### src/rtl/tfinv_pkg.sv
package tfinv_pkg;

    localparam logic [1:0] PHI    = 2'b10;
    localparam logic [3:0] LAMBDA = 4'b1100;

    function automatic logic [1:0] gf4_mul(input logic [1:0] a, input logic [1:0] b);
        logic hh;
        hh = a[1] & b[1];
        return {hh ^ (a[1] & b[0]) ^ (a[0] & b[1]), hh ^ (a[0] & b[0])};
    endfunction

    function automatic logic [1:0] gf4_sq(input logic [1:0] a);
        return {a[1], a[1] ^ a[0]};
    endfunction

    function automatic logic [3:0] gf16_mul(input logic [3:0] a, input logic [3:0] b);
        logic [1:0] hh;
        hh = gf4_mul(a[3:2], b[3:2]);
        return {hh ^ gf4_mul(a[3:2], b[1:0]) ^ gf4_mul(a[1:0], b[3:2]),
                gf4_mul(hh, PHI) ^ gf4_mul(a[1:0], b[1:0])};
    endfunction

    function automatic logic [3:0] gf16_sq(input logic [3:0] a);
        return gf16_mul(a, a);
    endfunction

    function automatic logic [7:0] tower_mul(input logic [7:0] a, input logic [7:0] b);
        logic [3:0] hh;
        hh = gf16_mul(a[7:4], b[7:4]);
        return {hh ^ gf16_mul(a[7:4], b[3:0]) ^ gf16_mul(a[3:0], b[7:4]),
                gf16_mul(hh, LAMBDA) ^ gf16_mul(a[3:0], b[3:0])};
    endfunction

    // Column i of a matrix sits at bits [8i+7:8i]: image of input bit i.
    function automatic logic [7:0] apply_map(input logic [63:0] m, input logic [7:0] x);
        logic [7:0] r;
        r = 8'h00;
        for (int i = 0; i < 8; i++)
            if (x[i]) r = r ^ m[8*i +: 8];
        return r;
    endfunction

    function automatic logic [7:0] aes_poly_at(input logic [7:0] b);
        logic [7:0] p2, p3, p4, p8;
        p2 = tower_mul(b, b);
        p3 = tower_mul(p2, b);
        p4 = tower_mul(p2, p2);
        p8 = tower_mul(p4, p4);
        return p8 ^ p4 ^ p3 ^ b ^ 8'h01;
    endfunction

    function automatic logic [63:0] build_fwd();
        logic [7:0]  root;
        logic [7:0]  pw;
        logic [63:0] m;
        logic        found;
        root  = 8'h00;
        found = 1'b0;
        for (int c = 2; c < 256; c++) begin
            if (!found && aes_poly_at(8'(c)) == 8'h00) begin
                root  = 8'(c);
                found = 1'b1;
            end
        end
        m  = 64'd0;
        pw = 8'h01;
        for (int i = 0; i < 8; i++) begin
            m[8*i +: 8] = pw;
            pw = tower_mul(pw, root);
        end
        return m;
    endfunction

    function automatic logic [63:0] build_inv(input logic [63:0] fwd);
        logic [63:0] m;
        m = 64'd0;
        for (int j = 0; j < 8; j++)
            for (int x = 1; x < 256; x++)
                if (apply_map(fwd, 8'(x)) == (8'h01 << j))
                    m[8*j +: 8] = 8'(x);
        return m;
    endfunction

endpackage

### src/rtl/tfinv_map.sv
module tfinv_map #(
    parameter logic [63:0] MATRIX = 64'h8040201008040201
) (
    input  logic [7:0] src,
    output logic [7:0] dst
);
    logic [7:0] part [9];

    assign part[0] = 8'h00;
    for (genvar i = 0; i < 8; i++) begin : g_col
        assign part[i+1] = part[i] ^ (src[i] ? MATRIX[8*i +: 8] : 8'h00);
    end
    assign dst = part[8];
endmodule

### src/rtl/tfinv_norm.sv
module tfinv_norm (
    input  logic [7:0] elem,
    output logic [3:0] norm,
    output logic [7:0] conj
);
    import tfinv_pkg::*;

    logic [3:0] hi, lo;
    assign hi = elem[7:4];
    assign lo = elem[3:0];

    always_comb begin
        norm = gf16_mul(gf16_sq(hi), LAMBDA) ^ gf16_mul(hi, lo) ^ gf16_sq(lo);
        conj = {hi, hi ^ lo};
    end
endmodule

### src/rtl/tfinv_gf16_inv.sv
module tfinv_gf16_inv (
    input  logic [3:0] val,
    output logic [3:0] inv
);
    import tfinv_pkg::*;

    logic [1:0] bh, bl, sub_norm, sub_inv;
    assign bh = val[3:2];
    assign bl = val[1:0];

    always_comb begin
        sub_norm = gf4_mul(gf4_sq(bh), PHI) ^ gf4_mul(bh, bl) ^ gf4_sq(bl);
        sub_inv  = gf4_sq(sub_norm);
        inv      = {gf4_mul(bh, sub_inv), gf4_mul(bh ^ bl, sub_inv)};
    end
endmodule

### src/rtl/tfinv_stage_reg.sv
module tfinv_stage_reg #(
    parameter int W = 8
) (
    input  logic         clk,
    input  logic         rst_n,
    input  logic         v_in,
    input  logic [W-1:0] d_in,
    output logic         v_out,
    output logic [W-1:0] d_out
);
    always_ff @(posedge clk or negedge rst_n) begin
        if (!rst_n) begin
            v_out <= 1'b0;
            d_out <= '0;
        end else begin
            v_out <= v_in;
            if (v_in) d_out <= d_in;
        end
    end
endmodule

### src/rtl/gf256_tower_inv.sv
module gf256_tower_inv #(
    parameter int STAGES = 2
) (
    input  logic       clk,
    input  logic       rst_n,
    input  logic       in_valid,
    input  logic [7:0] in_byte,
    output logic       out_valid,
    output logic [7:0] out_byte
);
    import tfinv_pkg::*;

    localparam logic [63:0] FWD_M = build_fwd();
    localparam logic [63:0] INV_M = build_inv(FWD_M);
    localparam int MID_W = 12;

    logic [7:0]       a_tow, s1_d;
    logic             s1_v, s2_v, s3_v;
    logic [3:0]       nrm, nrm_inv;
    logic [7:0]       conj;
    logic [MID_W-1:0] mid_in, s2_d;
    logic [7:0]       t_inv, s3_d;

    tfinv_map #(.MATRIX(FWD_M)) u_map_in (.src(in_byte), .dst(a_tow));

    if (STAGES >= 1) begin : g_cut1
        tfinv_stage_reg #(.W(8)) u_cut1 (
            .clk(clk), .rst_n(rst_n), .v_in(in_valid), .d_in(a_tow),
            .v_out(s1_v), .d_out(s1_d));
    end else begin : g_pass1
        assign s1_v = in_valid;
        assign s1_d = a_tow;
    end

    tfinv_norm     u_norm (.elem(s1_d), .norm(nrm), .conj(conj));
    tfinv_gf16_inv u_ninv (.val(nrm), .inv(nrm_inv));
    assign mid_in = {nrm_inv, conj};

    if (STAGES >= 2) begin : g_cut2
        tfinv_stage_reg #(.W(MID_W)) u_cut2 (
            .clk(clk), .rst_n(rst_n), .v_in(s1_v), .d_in(mid_in),
            .v_out(s2_v), .d_out(s2_d));
    end else begin : g_pass2
        assign s2_v = s1_v;
        assign s2_d = mid_in;
    end

    always_comb begin
        t_inv = {gf16_mul(s2_d[7:4], s2_d[11:8]), gf16_mul(s2_d[3:0], s2_d[11:8])};
    end

    if (STAGES >= 3) begin : g_cut3
        tfinv_stage_reg #(.W(8)) u_cut3 (
            .clk(clk), .rst_n(rst_n), .v_in(s2_v), .d_in(t_inv),
            .v_out(s3_v), .d_out(s3_d));
    end else begin : g_pass3
        assign s3_v = s2_v;
        assign s3_d = t_inv;
    end

    tfinv_map #(.MATRIX(INV_M)) u_map_out (.src(s3_d), .dst(out_byte));
    assign out_valid = s3_v;
endmodule

### config.mk
export PLATFORM = sky130hd
export DESIGN_NAME = gf256_tower_inv
export DESIGN_NICKNAME = d
export VERILOG_FILES = /design/src/rtl/tfinv_pkg.sv /design/src/rtl/tfinv_map.sv /design/src/rtl/tfinv_norm.sv /design/src/rtl/tfinv_gf16_inv.sv /design/src/rtl/tfinv_stage_reg.sv /design/src/rtl/gf256_tower_inv.sv
export SDC_FILE = /design/constraint.sdc
export NUM_CORES = 1
export LEC_CHECK = 0
export ABC_CLOCK_PERIOD_IN_PS = 5000
export BUFFER_PORTS_ARGS = -buffer_cell sky130_fd_sc_hd__buf_2
export CAP_MARGIN = 0
export CORE_MARGIN = 5
export CORE_UTILIZATION = 30
export DETAILED_ROUTE_END_ITERATION = 8
export PLACE_DENSITY = 0.42
export REMOVE_ABC_BUFFERS = 1
export SLEW_MARGIN = 10
export SYNTH_ARGS = -nofsm -noshare
export SYNTH_HDL_FRONTEND = slang
export SYNTH_SLANG_ARGS = --single-unit
### constraint.sdc
create_clock -name clk -period 5 [get_ports clk]
set_input_delay 0 -clock clk [delete_from_list [all_inputs] [get_ports clk]]
set_output_delay 0 -clock clk [all_outputs]
set_load 0.05 [all_outputs]
==> implementation parameters, run 1 <==
Parameter                              Value

Clock network
  Number of setup buffers added after CTS ... 0
  Clock buffers created by TritonCTS ... 3
  Number of buffers on the longest clock path ... 2
  Clk Latency, worst-skew pair ... 0.26 ns
  Clock transition at path regs ... ~0.08 ns
  Clk root buf ... sky130_fd_sc_hd__clkbuf_8
  # clock sinks ... 22
  Clock tree from TritonCTS ... yes
  CTS H-Tree Depth ... 1

Yosys
  Most frequently used cell type in the post-synthesis netlist ... sky130_fd_sc_hd__xnor2_1
  Area leader, netlist ... sky130_fd_sc_hd__dfrtp_1
  Warnings from Yosys ... 0
  Fraction of the mapped netlist area in adder cells ... 5.82%
  Synth unique cells ... between 40 and 50
  Top cells by area in the synthesized netlist ... sky130_fd_sc_hd__dfrtp_1 23%, sky130_fd_sc_hd__xnor2_1 15%, sky130_fd_sc_hd__xor2_1 8.2%, sky130_fd_sc_hd__mux2_2 6.2%, sky130_fd_sc_hd__ha_1 5.8%
  Post-synthesis cell area ... 0.00236 mm^2
  Top-area cell type share of the netlist area ... 23.3%
  Prevailing post-synth register cell ... sky130_fd_sc_hd__dfrtp_1
  Synthesized flop and latch total ... 22
  Gate count after technology mapping ... roughly 250
  Fraction of the mapped netlist area in simple logic gates ... 12.1%
  Proportion of synthesized flip-flops having asynchronous set or reset ... 100%
  Synth Area in XOR/XNOR ... 33.2%
  Seq/Total Area, Yosys ... 23.3%
  Top cell types by occurrence after synthesis ... 41 x sky130_fd_sc_hd__xnor2_1, 22 x sky130_fd_sc_hd__dfrtp_1, 22 x sky130_fd_sc_hd__xor2_1
  Fraction of the mapped netlist area in compound gates ... 11.4%
  Portion of netlist area occupied by mux cells ... 9.79%
  Post-synth EDFFs ... 0
  Combinational family with the most area after synthesis ... XOR/XNOR gates
  Synthesized area divided by synthesized cell count ... ~9.4 um^2

Global routing
  Maximum number of pins on one net before global-route repair ... 23
  Number of antenna violations at the first check in global routing ... 0
  Global-route wire length before repair ... 7.90 mm
  Combined global-route utilization of all metal layers ... 10.0%
  Via count of the first global-routing pass ... 1592
  Sum of overflow across all layers after global routing ... 0

Route
  Wirelength, routed ... 4.73 mm
  Number of remaining DRC errors ... 0
  Drt initial violations ... 58
  Vias after detailed routing ... 1677
  Routed wire length per instance ... 13.1 um
  Routed Antenna Nets ... 0
  Number of iterations in the first detailed-routing pass ... 4
  Via density per instance ... 4.63

Cells and area
  Number of nets in the layout ... approximately 280
  Area grow syn2layout ... 8.84%
  Fraction of final layout cells sized beyond drive strength 1 ... 16.9%
  Filler Cells Inserted ... approximately 800
  Final core utilization ... 33.5%
  Area of all placed cells without fillers ... 0.00257 mm^2
  Antenna Cells ... 0

Placement
  Placed cell area ... 0.00251 mm^2
  Final HPWL DP ... 3.44 mm
  Placer's final routability congestion estimate ... 0.784
  Buffers on Ports ... 19

Floorplan
  Std-Cell Core Area ... 0.00769 mm^2
  Starting utilization of the core area ... 30.7%
  Die outline width ... 98.8 um
  Height of the die ... ~99 um
  Site Rows ... 32
  Number of top-level pins ... 20
  DIE AREA ... 0.00975 mm^2

Worst setup path
  Critical path's largest stage delay ... 0.51 ns
  Critical path class ... register to register
  Cell breakdown of the critical path ... inv_1 -> ha_1 -> xnor3_1 -> xnor2_1 -> xnor3_1 -> inv_1 -> ha_1 -> xor2_1 -> xnor2_1 -> xnor2_1 -> xnor2_1 -> nand2_1 -> a21o_1 -> a31oi_1
  Crit path buf inv count ... 2
  Kind of cell adding the most delay to the critical path ... XOR/XNOR gates
  Cell with the most instances on the worst path ... sky130_fd_sc_hd__xnor2_1
  Arrival time reported for the critical path endpoint ... 4.02 ns
  Critical Path Sink Type ... register
  Data required time at the worst endpoint ... 5.18 ns
  Crit-path slowest cell ... sky130_fd_sc_hd__dfrtp_1
  CP max FO ... 9
  Startpoint class of the critical path ... register

STA
  Total negative setup slack ... 0 ns
  Slew at the pin with the worst max-slew slack ... between 0.6 and 0.7 ns
  Tmin final ... 3.84 ns
  Clock skew ... 0.00458 ns
  Rel. slew slack ... 56.4%
  Number of max-slew violations in the final report ... 0
  Unrepaired setup endpoints after global routing ... no
  Final number of setup-violating endpoints ... 0
  Share of the cycle needed by the critical path after routing ... between 70% and 80%
  Hold violation total from the final report ... 0
  Max Freq ... between 200 and 300 MHz

Run
  Max-cap violations ... 0

Worst hold path
  Tightest Hold Check Type ... input pin to register

Status
  Status ... finished, final reports clean
## state kept, by name, summed over array words and instances (netlist names)
register / count
g_cut1.u_cut1.v_out: 1
g_cut2.u_cut2.d_out: 12
g_cut1.u_cut1.d_out: 8
g_cut2.u_cut2.v_out: 1
## what timing repair did
action / 4_1_cts / 5_1_grt
endpoints found under the hold margin: 23 / 0
hold buffers: 2 / 0
gates resized for setup: 0 / 0
## routing by layer
metal	vias up	routed length [um]	global-route usage [%]
li1	864	-	-
met1	794	2390	13.3
met2	17	2230	16.8
met3	2	69	1.49
met4	0	48	2.84
met5	-	0	0
## layout by cell type (no fill, tap or decap), types with 3 or more instances in the layout
cell type / instances
sky130_fd_sc_hd__xnor3_2: 3
sky130_fd_sc_hd__a31oi_1: 3
sky130_fd_sc_hd__xnor3_1: 4
sky130_fd_sc_hd__mux2_1: 4
sky130_fd_sc_hd__nand2b_1: 7
sky130_fd_sc_hd__inv_1: 6
sky130_fd_sc_hd__a22oi_1: 10
sky130_fd_sc_hd__nand2_1: 21
sky130_fd_sc_hd__mux2_2: 13
sky130_fd_sc_hd__a21oi_1: 10
sky130_fd_sc_hd__o21ai_0: 8
sky130_fd_sc_hd__xnor2_1: 41
sky130_fd_sc_hd__nor2_1: 14
sky130_fd_sc_hd__buf_2: 19
sky130_fd_sc_hd__ha_1: 11
sky130_fd_sc_hd__mux2i_1: 4
sky130_fd_sc_hd__dfrtp_1: 22
sky130_fd_sc_hd__clkbuf_8: 3
sky130_fd_sc_hd__nand3b_1: 3
sky130_fd_sc_hd__o21ai_1: 3
sky130_fd_sc_hd__xor2_1: 22
## tightest hold or removal path: cells and delay by family
| family | cells | cell delay [ns] |
|---|---|---|
| compound gates | 1 | 0.06 |
| buf+inv | 1 | 0.09 |
| xor+xnor | 1 | 0.11 |
## path summary, 6_finish.rpt
kind / start / depth (start not counted) / slack, ns / end
max: g_cut1.u_cut1.d_out[6]$_DFFE_PN0P_ / 14 / 1.16 / g_cut2.u_cut2.d_out[9]$_DFFE_PN0P_
min: in_byte[0] / 3 / 0.04 / g_cut1.u_cut1.d_out[0]$_DFFE_PN0P_
max reg2reg: g_cut1.u_cut1.d_out[6]$_DFFE_PN0P_ / 14 / 1.16 / g_cut2.u_cut2.d_out[9]$_DFFE_PN0P_
min reg2reg: g_cut2.u_cut2.d_out[1]$_DFFE_PN0P_ / 1 / 0.64 / g_cut2.u_cut2.d_out[1]$_DFFE_PN0P_
max in group asynchronous: rst_n / 2 / 4.40 / g_cut2.u_cut2.d_out[3]$_DFFE_PN0P_
min in group asynchronous: rst_n / 2 / 0.25 / g_cut1.u_cut1.d_out[2]$_DFFE_PN0P_
## cell type report
| cell class | instances | area, um^2 | share of cell area, % |
|---|---|---|---|
| multi-input combinational | 207 | 1710 | 66.5 |
| inverter | 7 | 26.3 | 1.02 |
| sequential | 22 | 551 | 21.4 |
| tap | 102 | 128 | 4.96 |
| clock buffer | 3 | 41.3 | 1.61 |
| timing repair buffer | 21 | 115 | 4.47 |
## through the flow
stage | setup WS, ns | hold WS (ns) | cells
floorplan | 1.60 | -0.296 | 236
finish | 1.16 | 0.0403 | 362
global route | 0.834 | 0.0489 | 362
CTS | 1.18 | 0.0308 | 362
global placement | 1.34 | 0.0222 | 357
detailed placement | 1.23 | 0.0152 | 357
## logic make-up after synthesis
group | after synthesis
fa+ha+maj | 11
simple gates | 58
buf+inv | 22
flops | 22
compound gates | 43
xor+xnor | 74
mux | 21
Power of run 1 is left out: the tool's default activity adds up to more than one toggle a clock period on the data nets, which glitch-free logic cannot reach.
==> run 2: changes to the inputs <==
--- a/config.mk
+++ b/config.mk
@@ -5,13 +5,14 @@
 export SDC_FILE = /design/constraint.sdc
 export NUM_CORES = 1
 export LEC_CHECK = 0
-export ABC_CLOCK_PERIOD_IN_PS = 5000
+export ABC_AREA = 1
+export ABC_CLOCK_PERIOD_IN_PS = 3300
 export BUFFER_PORTS_ARGS = -buffer_cell sky130_fd_sc_hd__buf_2
 export CAP_MARGIN = 0
 export CORE_MARGIN = 5
 export CORE_UTILIZATION = 30
 export DETAILED_ROUTE_END_ITERATION = 8
-export PLACE_DENSITY = 0.42
+export PLACE_DENSITY = 0.43
 export REMOVE_ABC_BUFFERS = 1
 export SLEW_MARGIN = 10
 export SYNTH_ARGS = -nofsm -noshare
==> constraint.sdc (replaced) <==
create_clock -name clk -period 3.3 [get_ports clk]
set_input_delay 0 -clock clk [delete_from_list [all_inputs] [get_ports clk]]
set_output_delay 0 -clock clk [all_outputs]
set_load 0.05 [all_outputs]
==> run 2 against run 1 <==
Against the previous run: sequential share of layout area is 3.1 points lower; critical path depth is 11 higher; wire length is 33% higher; die area is 12% higher; worst setup slack worse by 0.81 ns; maximum frequency is 30% higher; first-iteration DRC count is 41% higher; final cell count is 64% higher; utilization is 1.5 points higher; area after synthesis is 13% higher.
==> implementation parameters, run 2 <==
Parameter                              Value

Status
  Status ... finished, final reports clean (unchanged)

Cells and area
  Leading cell type in the layout, fill and taps excluded ... sky130_fd_sc_hd__nand2_1 (was sky130_fd_sc_hd__xnor2_1)
  Area of all placed cells without fillers ... 0.00304 mm^2 (was 0.00257 mm^2)
  Antenna Cells ... 0 (unchanged)
  Registers with the highest flip-flop counts ... g_cut2.u_cut2.d_out: 12 flops, g_cut1.u_cut1.d_out: 8 flops (unchanged)
  Flip-flop count of the largest register after layout ... 12 (unchanged)
  Area grow syn2layout ... 13.8% (was 8.84%)
  Number of nets in the layout ... 507 (was 284)
  Leading cell types in the layout, fill and taps excluded ... 212 x sky130_fd_sc_hd__nand2_1, 62 x sky130_fd_sc_hd__inv_1, 39 x sky130_fd_sc_hd__nand3_1 (was 41 x sky130_fd_sc_hd__xnor2_1, 22 x sky130_fd_sc_hd__xor2_1, 22 x sky130_fd_sc_hd__dfrtp_1)
  Number of non-filler instances in the completed layout ... 592 (was 362)
  Largest Register ... g_cut2.u_cut2.d_out (unchanged)
  Fraction of final layout cells sized beyond drive strength 1 ... 11.8% (was 16.9%)

STA
  Hold violation total from the final report ... 0 (unchanged)
  Max Freq ... 339 MHz (was 260 MHz)
  Rel. slew slack ... 64.1% (was 56.4%)
  Number of max-slew violations in the final report ... 0 (unchanged)
  Smallest hold slack ... 0.0277 ns (was 0.0403 ns)
  Final number of setup-violating endpoints ... 0 (unchanged)
  Clock skew ... 0.00257 ns (was 0.00458 ns)
  Share of the cycle needed by the critical path after routing ... 89.4% (was 76.8%)
  Final setup margin ... 0.349 ns (was 1.16 ns)
  Slew at the pin with the worst max-slew slack ... 0.538 ns (was 0.655 ns)
  Tmin final ... 2.95 ns (was 3.84 ns)

Yosys
  Area leader, netlist ... sky130_fd_sc_hd__nand2_1 (was sky130_fd_sc_hd__dfrtp_1)
  Proportion of synthesized flip-flops having asynchronous set or reset ... 100% (unchanged)
  Top cell types by occurrence after synthesis ... 212 x sky130_fd_sc_hd__nand2_1, 62 x sky130_fd_sc_hd__inv_1, 39 x sky130_fd_sc_hd__nand3_1 (was 41 x sky130_fd_sc_hd__xnor2_1, 22 x sky130_fd_sc_hd__dfrtp_1, 22 x sky130_fd_sc_hd__xor2_1)
  Most frequently used cell type in the post-synthesis netlist ... sky130_fd_sc_hd__nand2_1 (was sky130_fd_sc_hd__xnor2_1)
  Prevailing post-synth register cell ... sky130_fd_sc_hd__dfrtp_1 (unchanged)
  Warnings from Yosys ... 0 (unchanged)
  Synthesized area divided by synthesized cell count ... 5.85 um^2 (was 9.42 um^2)
  Synthesized flop and latch total ... 22 (unchanged)
  Synth unique cells ... 22 (was 43)
  Post-synth EDFFs ... 0 (unchanged)
  Top cells by area in the synthesized netlist ... sky130_fd_sc_hd__nand2_1 30%, sky130_fd_sc_hd__dfrtp_1 21%, sky130_fd_sc_hd__inv_1 8.7%, sky130_fd_sc_hd__xnor2_1 7.6%, sky130_fd_sc_hd__nand3_1 7.3% (was sky130_fd_sc_hd__dfrtp_1 23%, sky130_fd_sc_hd__xnor2_1 15%, sky130_fd_sc_hd__xor2_1 8.2%, sky130_fd_sc_hd__mux2_2 6.2%, sky130_fd_sc_hd__ha_1 5.8%)
  Seq/Total Area, Yosys ... 20.6% (was 23.3%)
  Gate count after technology mapping ... 456 (was 251)
  Post-synthesis cell area ... 0.00267 mm^2 (was 0.00236 mm^2)
  Top-area cell type share of the netlist area ... 29.8% (was 23.3%)

Worst setup path
  Terminus of the critical flop-to-flop path ... g_cut2.u_cut2.d_out[9]$_DFFE_PN0P_ (unchanged)
  Critical path class ... register to register (unchanged)
  Data required time at the worst endpoint ... 3.45 ns (was 5.18 ns)
  FF-to-FF path depth ... 25 (was 14)
  Startpoint class of the critical path ... register (unchanged)
  Critical Path Sink Type ... register (unchanged)
  R2R Setup Slk ... 0.35 ns (was 1.16 ns)
  CP max FO ... 6 (was 9)
  Reg-to-Reg Start ... g_cut1.u_cut1.d_out[6]$_DFFE_PN0P_ (unchanged)
  Arrival time reported for the critical path endpoint ... 3.11 ns (was 4.02 ns)

Placement
  Final HPWL DP ... 5.21 mm (was 3.44 mm)
  # placed instances ... 579 (was 357)
  Placed cell area ... 0.00288 mm^2 (was 0.00251 mm^2)
  Placer's final routability congestion estimate ... 0.795 (was 0.784)
  Buffers on Ports ... 19 (unchanged)
  Pre-CTS setup slack ... 0.121 ns (was 1.23 ns)

Clock network
  Clk root buf ... sky130_fd_sc_hd__clkbuf_8 (unchanged)
  Clock transition at path regs ... 0.08 ns (about the same)
  Clk Latency, worst-skew pair ... 0.26 ns (about the same)
  CTS H-Tree Depth ... 1 (unchanged)
  Number of buffers on the longest clock path ... 2 (unchanged)
  Clock buffers created by TritonCTS ... 3 (unchanged)
  # clock sinks ... 22 (unchanged)
  Clock tree from TritonCTS ... yes (unchanged)

Route
  Number of remaining DRC errors ... 0 (unchanged)
  Routed Antenna Nets ... 0 (unchanged)
  Vias after detailed routing ... 2606 (was 1677)
  Routed wire length per instance ... 10.6 um (was 13.1 um)
  Via density per instance ... 4.40 (was 4.63)
  Number of iterations in the first detailed-routing pass ... 4 (unchanged)
  Wirelength, routed ... 6.29 mm (was 4.73 mm)
  Drt initial violations ... 82 (was 58)

Floorplan
  Std-Cell Core Area ... 0.00868 mm^2 (was 0.00769 mm^2)
  Site Rows ... 34 (was 32)
  Die outline width ... 104 um (was 98.8 um)
  Starting utilization of the core area ... 30.7% (about the same)
  Number of top-level pins ... 20 (unchanged)
  DIE AREA ... 0.0109 mm^2 (was 0.00975 mm^2)
  Height of the die ... 104 um (was 98.8 um)

Global routing
  Maximum number of pins on one net before global-route repair ... 23 (unchanged)
  Number of antenna violations at the first check in global routing ... 0 (unchanged)
  Via count of the first global-routing pass ... 2379 (was 1592)
  Combined global-route utilization of all metal layers ... 11.7% (was 10.0%)
  Sum of overflow across all layers after global routing ... 0 (unchanged)
  Global-route wire length before repair ... 11.0 mm (was 7.90 mm)

Worst hold path
  Worst-case hold path end point ... g_cut1.u_cut1.d_out[0]$_DFFE_PN0P_ (unchanged)
  Depth of the worst hold-timing path ... 3 (unchanged)
  Tightest Hold Check Type ... input pin to register (unchanged)
  Hold Path Origin ... in_byte[0] (unchanged)

Run
  Max-cap violations ... 0 (unchanged)
==> run 2: worst max path at each step <==
stage	from	end	slack (ns)	cells past startpoint
final	g_cut1.u_cut1.d_out[6]$_DFFE_PN0P_	g_cut2.u_cut2.d_out[9]$_DFFE_PN0P_	0.35	25
after global routing	g_cut1.u_cut1.d_out[6]$_DFFE_PN0P_	g_cut2.u_cut2.d_out[8]$_DFFE_PN0P_	-0.05	26
after CTS	g_cut1.u_cut1.d_out[7]$_DFFE_PN0P_	g_cut2.u_cut2.d_out[9]$_DFFE_PN0P_	0.09	22
after detailed placement	g_cut1.u_cut1.d_out[7]$_DFFE_PN0P_	g_cut2.u_cut2.d_out[9]$_DFFE_PN0P_	0.12	22
after global placement	g_cut1.u_cut1.d_out[7]$_DFFE_PN0P_	g_cut2.u_cut2.d_out[9]$_DFFE_PN0P_	0.15	22
after floorplan	g_cut1.u_cut1.d_out[6]$_DFFE_PN0P_	g_cut2.u_cut2.d_out[9]$_DFFE_PN0P_	0.48	24
==> run 2: logic make-up (layout without fill, tap and decap cells) <==
logic type      after synthesis  after routing  share of synthesized area [%]
fa+ha+maj                    11             11                           5.16
simple gates                269            269                           41.0
xor+xnor                     42             42                           14.4
compound gates               39             39                           7.83
flops                        22             22                           20.6
buf+inv                      73            101                           11.0
==> run 2: worst max-delay path: stages (launching register included) <==
cell and delay (ns):
sky130_fd_sc_hd__dfrtp_2 0.42, sky130_fd_sc_hd__inv_1 0.06, sky130_fd_sc_hd__ha_1 0.35, sky130_fd_sc_hd__inv_1 0.12
sky130_fd_sc_hd__o21ai_0 0.12, sky130_fd_sc_hd__nand2_1 0.08, sky130_fd_sc_hd__nand2_1 0.04, sky130_fd_sc_hd__nand2_1 0.06
sky130_fd_sc_hd__inv_1 0.04, sky130_fd_sc_hd__nand2_1 0.06, sky130_fd_sc_hd__nand2_1 0.05, sky130_fd_sc_hd__nand2_1 0.07
sky130_fd_sc_hd__nand2_1 0.11, sky130_fd_sc_hd__inv_2 0.10, sky130_fd_sc_hd__ha_2 0.23, sky130_fd_sc_hd__xor2_2 0.19
sky130_fd_sc_hd__inv_1 0.08, sky130_fd_sc_hd__nand2_1 0.07, sky130_fd_sc_hd__nand2_1 0.06, sky130_fd_sc_hd__inv_1 0.05
sky130_fd_sc_hd__nand3_1 0.06, sky130_fd_sc_hd__nand2_1 0.10, sky130_fd_sc_hd__nand2_1 0.07, sky130_fd_sc_hd__xor2_1 0.16
sky130_fd_sc_hd__nand2_1 0.05, sky130_fd_sc_hd__nand2_1 0.05
==> run 2: timing repair <==
| action | CTS | global route |
|---|---|---|
| setup endpoints to repair | 0 | 4 |
| endpoints found under the hold margin | 25 | 0 |
| gates resized for setup | 0 | 6 |
| setup buffers | 0 | 7 |
| hold buffers | 2 | 0 |
==> run 2: per-stage QoR <==
stage	util, %	setup TNS [ns]
final	35.0	0
after global routing	35.0	-0.134
after CTS	34.2	0
after detailed placement	33.1	0
after global placement	33.1	0
after floorplan	-	0
==> run 2: final cells by class <==
class                   instances  area [um^2]
fillers                       985         5640
repair buffers                 31          190
clock buffers                   3         41.3
inverters                      66          248
multi-input cells             361         1840
flip-flops and latches         22          554
clock inverters                 1         30.0
well taps                     108          135
==> run 2: layer usage <==
metal	wire [um]	GRT usage [%]
met5	0	0
met4	17	1.48
met3	147	1.68
met2	3010	20.1
met1	3120	15.8
Power of run 2 is left out for the same reason.
==> run 3: changes to the inputs <==
--- a/config.mk
+++ b/config.mk
@@ -13,6 +13,7 @@
 export CORE_UTILIZATION = 30
 export DETAILED_ROUTE_END_ITERATION = 8
 export PLACE_DENSITY = 0.43
+export RECOVER_POWER = 50
 export REMOVE_ABC_BUFFERS = 1
 export SLEW_MARGIN = 10
 export SYNTH_ARGS = -nofsm -noshare
==> run 3 against run 2 <==
Against the previous run: die area unchanged; wire length hardly changed; non-clock buffer count unchanged; utilization about the same; count of clock-buffer cells in the layout unchanged; critical endpoint unchanged; largest cell class unchanged; global-route usage stayed put; first-iteration DRC count stayed put; sequential cell count unchanged; register-to-register slack about the same; clock skew about the same; worst setup slack about the same.
==> implementation parameters, run 3 (same netlist as run 2, synthesis figures left out) <==
Parameter                              Value

Route
  Routed wire length per instance ... 10.6 um (about the same)
  Number of iterations in the first detailed-routing pass ... 4 (unchanged)
  Via density per instance ... 4.40 (about the same)
  Number of remaining DRC errors ... 0 (unchanged)
  Routed Antenna Nets ... 0 (unchanged)
  Vias after detailed routing ... 2605 (was 2606)
  Drt initial violations ... 82 (unchanged)
  Wirelength, routed ... 6.29 mm (about the same)

STA
  Tmin final ... 2.95 ns (about the same)
  Number of max-slew violations in the final report ... 0 (unchanged)
  Share of the cycle needed by the critical path after routing ... 89.4% (about the same)
  Final number of setup-violating endpoints ... 0 (unchanged)
  Rel. slew slack ... 19.9% (was 64.1%)
  Slew at the pin with the worst max-slew slack ... 1.20 ns (was 0.538 ns)
  Hold violation total from the final report ... 0 (unchanged)
  Clock skew ... 0.00249 ns (was 0.00257 ns)
  Max Freq ... 339 MHz (about the same)

Cells and area
  Fraction of final layout cells sized beyond drive strength 1 ... 11.2% (was 11.8%)
  Leading cell types in the layout, fill and taps excluded ... 212 x sky130_fd_sc_hd__nand2_1, 62 x sky130_fd_sc_hd__inv_1, 39 x sky130_fd_sc_hd__nand3_1 (unchanged)
  Antenna Cells ... 0 (unchanged)
  Leading cell type in the layout, fill and taps excluded ... sky130_fd_sc_hd__nand2_1 (unchanged)
  Registers with the highest flip-flop counts ... g_cut2.u_cut2.d_out: 12 flops, g_cut1.u_cut1.d_out: 8 flops (unchanged)
  Area grow syn2layout ... 13.6% (was 13.8%)
  Filler Cells Inserted ... 987 (was 985)
  Number of non-filler instances in the completed layout ... 592 (unchanged)
  Number of nets in the layout ... 507 (unchanged)
  Final core utilization ... 34.9% (was 35.0%)
  Largest Register ... g_cut2.u_cut2.d_out (unchanged)
  Flip-flop count of the largest register after layout ... 12 (unchanged)

Floorplan
  Die outline width ... 104 um (unchanged)
  DIE AREA ... 0.0109 mm^2 (unchanged)
  Std-Cell Core Area ... 0.00868 mm^2 (unchanged)
  Number of top-level pins ... 20 (unchanged)
  Height of the die ... 104 um (unchanged)
  Site Rows ... 34 (unchanged)
  Starting utilization of the core area ... 30.7% (unchanged)

Worst setup path
  Reg-to-Reg Start ... g_cut1.u_cut1.d_out[6]$_DFFE_PN0P_ (unchanged)
  Arrival time reported for the critical path endpoint ... 3.11 ns (about the same)
  R2R Setup Slk ... 0.35 ns (about the same)
  Critical path class ... register to register (unchanged)
  Critical path's largest stage delay ... 0.42 ns (about the same)
  Crit path buf inv count ... 6 (unchanged)
  Kind of cell adding the most delay to the critical path ... simple AND/OR/NAND/NOR gates (unchanged)
  Cell with the most instances on the worst path ... sky130_fd_sc_hd__nand2_1 (unchanged)
  Startpoint class of the critical path ... register (unchanged)
  Critical Path Sink Type ... register (unchanged)
  Crit-path slowest cell ... sky130_fd_sc_hd__dfrtp_2 (unchanged)
  Origin of the worst setup path ... g_cut1.u_cut1.d_out[6]$_DFFE_PN0P_ (unchanged)
  Data required time at the worst endpoint ... 3.45 ns (about the same)
  CP max FO ... 6 (unchanged)

Global routing
  Maximum number of pins on one net before global-route repair ... 23 (unchanged)
  Combined global-route utilization of all metal layers ... 11.7% (unchanged)
  Sum of overflow across all layers after global routing ... 0 (unchanged)
  Via count of the first global-routing pass ... 2379 (unchanged)
  Number of antenna violations at the first check in global routing ... 0 (unchanged)
  Global-route wire length before repair ... 11.0 mm (unchanged)

Clock network
  Clock buffers created by TritonCTS ... 3 (unchanged)
  Clk root buf ... sky130_fd_sc_hd__clkbuf_8 (unchanged)
  # clock sinks ... 22 (unchanged)
  Clock transition at path regs ... 0.08 ns (about the same)
  Number of buffers on the longest clock path ... 2 (unchanged)
  CTS H-Tree Depth ... 1 (unchanged)
  Clock tree from TritonCTS ... yes (unchanged)
  Clk Latency, worst-skew pair ... 0.26 ns (about the same)

Worst hold path
  Tightest Hold Check Type ... input pin to register (unchanged)
  Hold Path Origin ... in_byte[0] (unchanged)

Placement
  Buffers on Ports ... 19 (unchanged)
  # placed instances ... 579 (unchanged)
  Placer's final routability congestion estimate ... 0.795 (unchanged)
  Final HPWL DP ... 5.21 mm (unchanged)

Run
  Max-cap violations ... 0 (unchanged)

Status
  Status ... finished, final reports clean (unchanged)
==> run 3: cell count changes in the layout (fill, tap and decap cells not counted) <==
cell                       change
sky130_fd_sc_hd__buf_2         -3
sky130_fd_sc_hd__clkbuf_1      +3
==> run 3: cell type report <==
class | count | area, um^2 | area share [%]
multi-input cells | 361 | 1840 | 60.6
clock buffers | 3 | 41.3 | 1.36
well taps | 108 | 135 | 4.46
flip-flops and latches | 22 | 554 | 18.3
clock inverters | 1 | 30.0 | 0.991
repair buffers | 31 | 186 | 6.15
inverters | 66 | 248 | 8.17
==> run 3: worst reg2reg max path, cell delays in order (launching register included) <==
cell	delay [ns]
sky130_fd_sc_hd__dfrtp_2	0.42
sky130_fd_sc_hd__inv_1	0.06
sky130_fd_sc_hd__ha_1	0.35
sky130_fd_sc_hd__inv_1	0.12
sky130_fd_sc_hd__o21ai_0	0.12
sky130_fd_sc_hd__nand2_1	0.08
sky130_fd_sc_hd__nand2_1	0.04
sky130_fd_sc_hd__nand2_1	0.06
sky130_fd_sc_hd__inv_1	0.04
sky130_fd_sc_hd__nand2_1	0.06
sky130_fd_sc_hd__nand2_1	0.05
sky130_fd_sc_hd__nand2_1	0.07
sky130_fd_sc_hd__nand2_1	0.11
sky130_fd_sc_hd__inv_2	0.10
sky130_fd_sc_hd__ha_2	0.23
sky130_fd_sc_hd__xor2_2	0.19
sky130_fd_sc_hd__inv_1	0.08
sky130_fd_sc_hd__nand2_1	0.07
sky130_fd_sc_hd__nand2_1	0.06
sky130_fd_sc_hd__inv_1	0.05
sky130_fd_sc_hd__nand3_1	0.06
sky130_fd_sc_hd__nand2_1	0.10
sky130_fd_sc_hd__nand2_1	0.07
sky130_fd_sc_hd__xor2_1	0.16
sky130_fd_sc_hd__nand2_1	0.05
sky130_fd_sc_hd__nand2_1	0.05
==> run 3: worst paths after layout <==
check	endpoint	depth (start not counted)
setup reg to reg	g_cut2.u_cut2.d_out[9]$_DFFE_PN0P_	25
min in group asynchronous	g_cut1.u_cut1.d_out[3]$_DFFE_PN0P_	2
hold / removal	g_cut1.u_cut1.d_out[0]$_DFFE_PN0P_	3
hold reg to reg	g_cut1.u_cut1.d_out[6]$_DFFE_PN0P_	2
setup / recovery	g_cut2.u_cut2.d_out[9]$_DFFE_PN0P_	25
max in group asynchronous	g_cut1.u_cut1.d_out[6]$_DFFE_PN0P_	2
==> run 3: repair_timing <==
item | CTS | global route
setup buffers | 0 | 7
resized for setup | 0 | 6
setup endpoints to repair | 0 | 4
endpoints found under the hold margin | 25 | 0
hold buffers | 2 | 0
==> run 3: through the flow <==
stage	cell area, um^2	TNS (ns)	setup WS (ns)	hold WS, ns
after floorplan	2620	0	0.484	-0.296
after global routing	3030	-0.134	-0.0450	0.0351
after CTS	2970	0	0.0921	0.0220
after detailed placement	2880	0	0.121	0.00321
after global placement	2880	0	0.152	0.0112
final	3030	0	0.349	0.0277
==> run 3: metal layers <==
metal	track usage, %	wire (um)
met1	15.8	3120
met2	20.1	3010
met3	1.68	147
met4	1.48	17
met5	0	0
Power of run 3 is left out for the same reason.
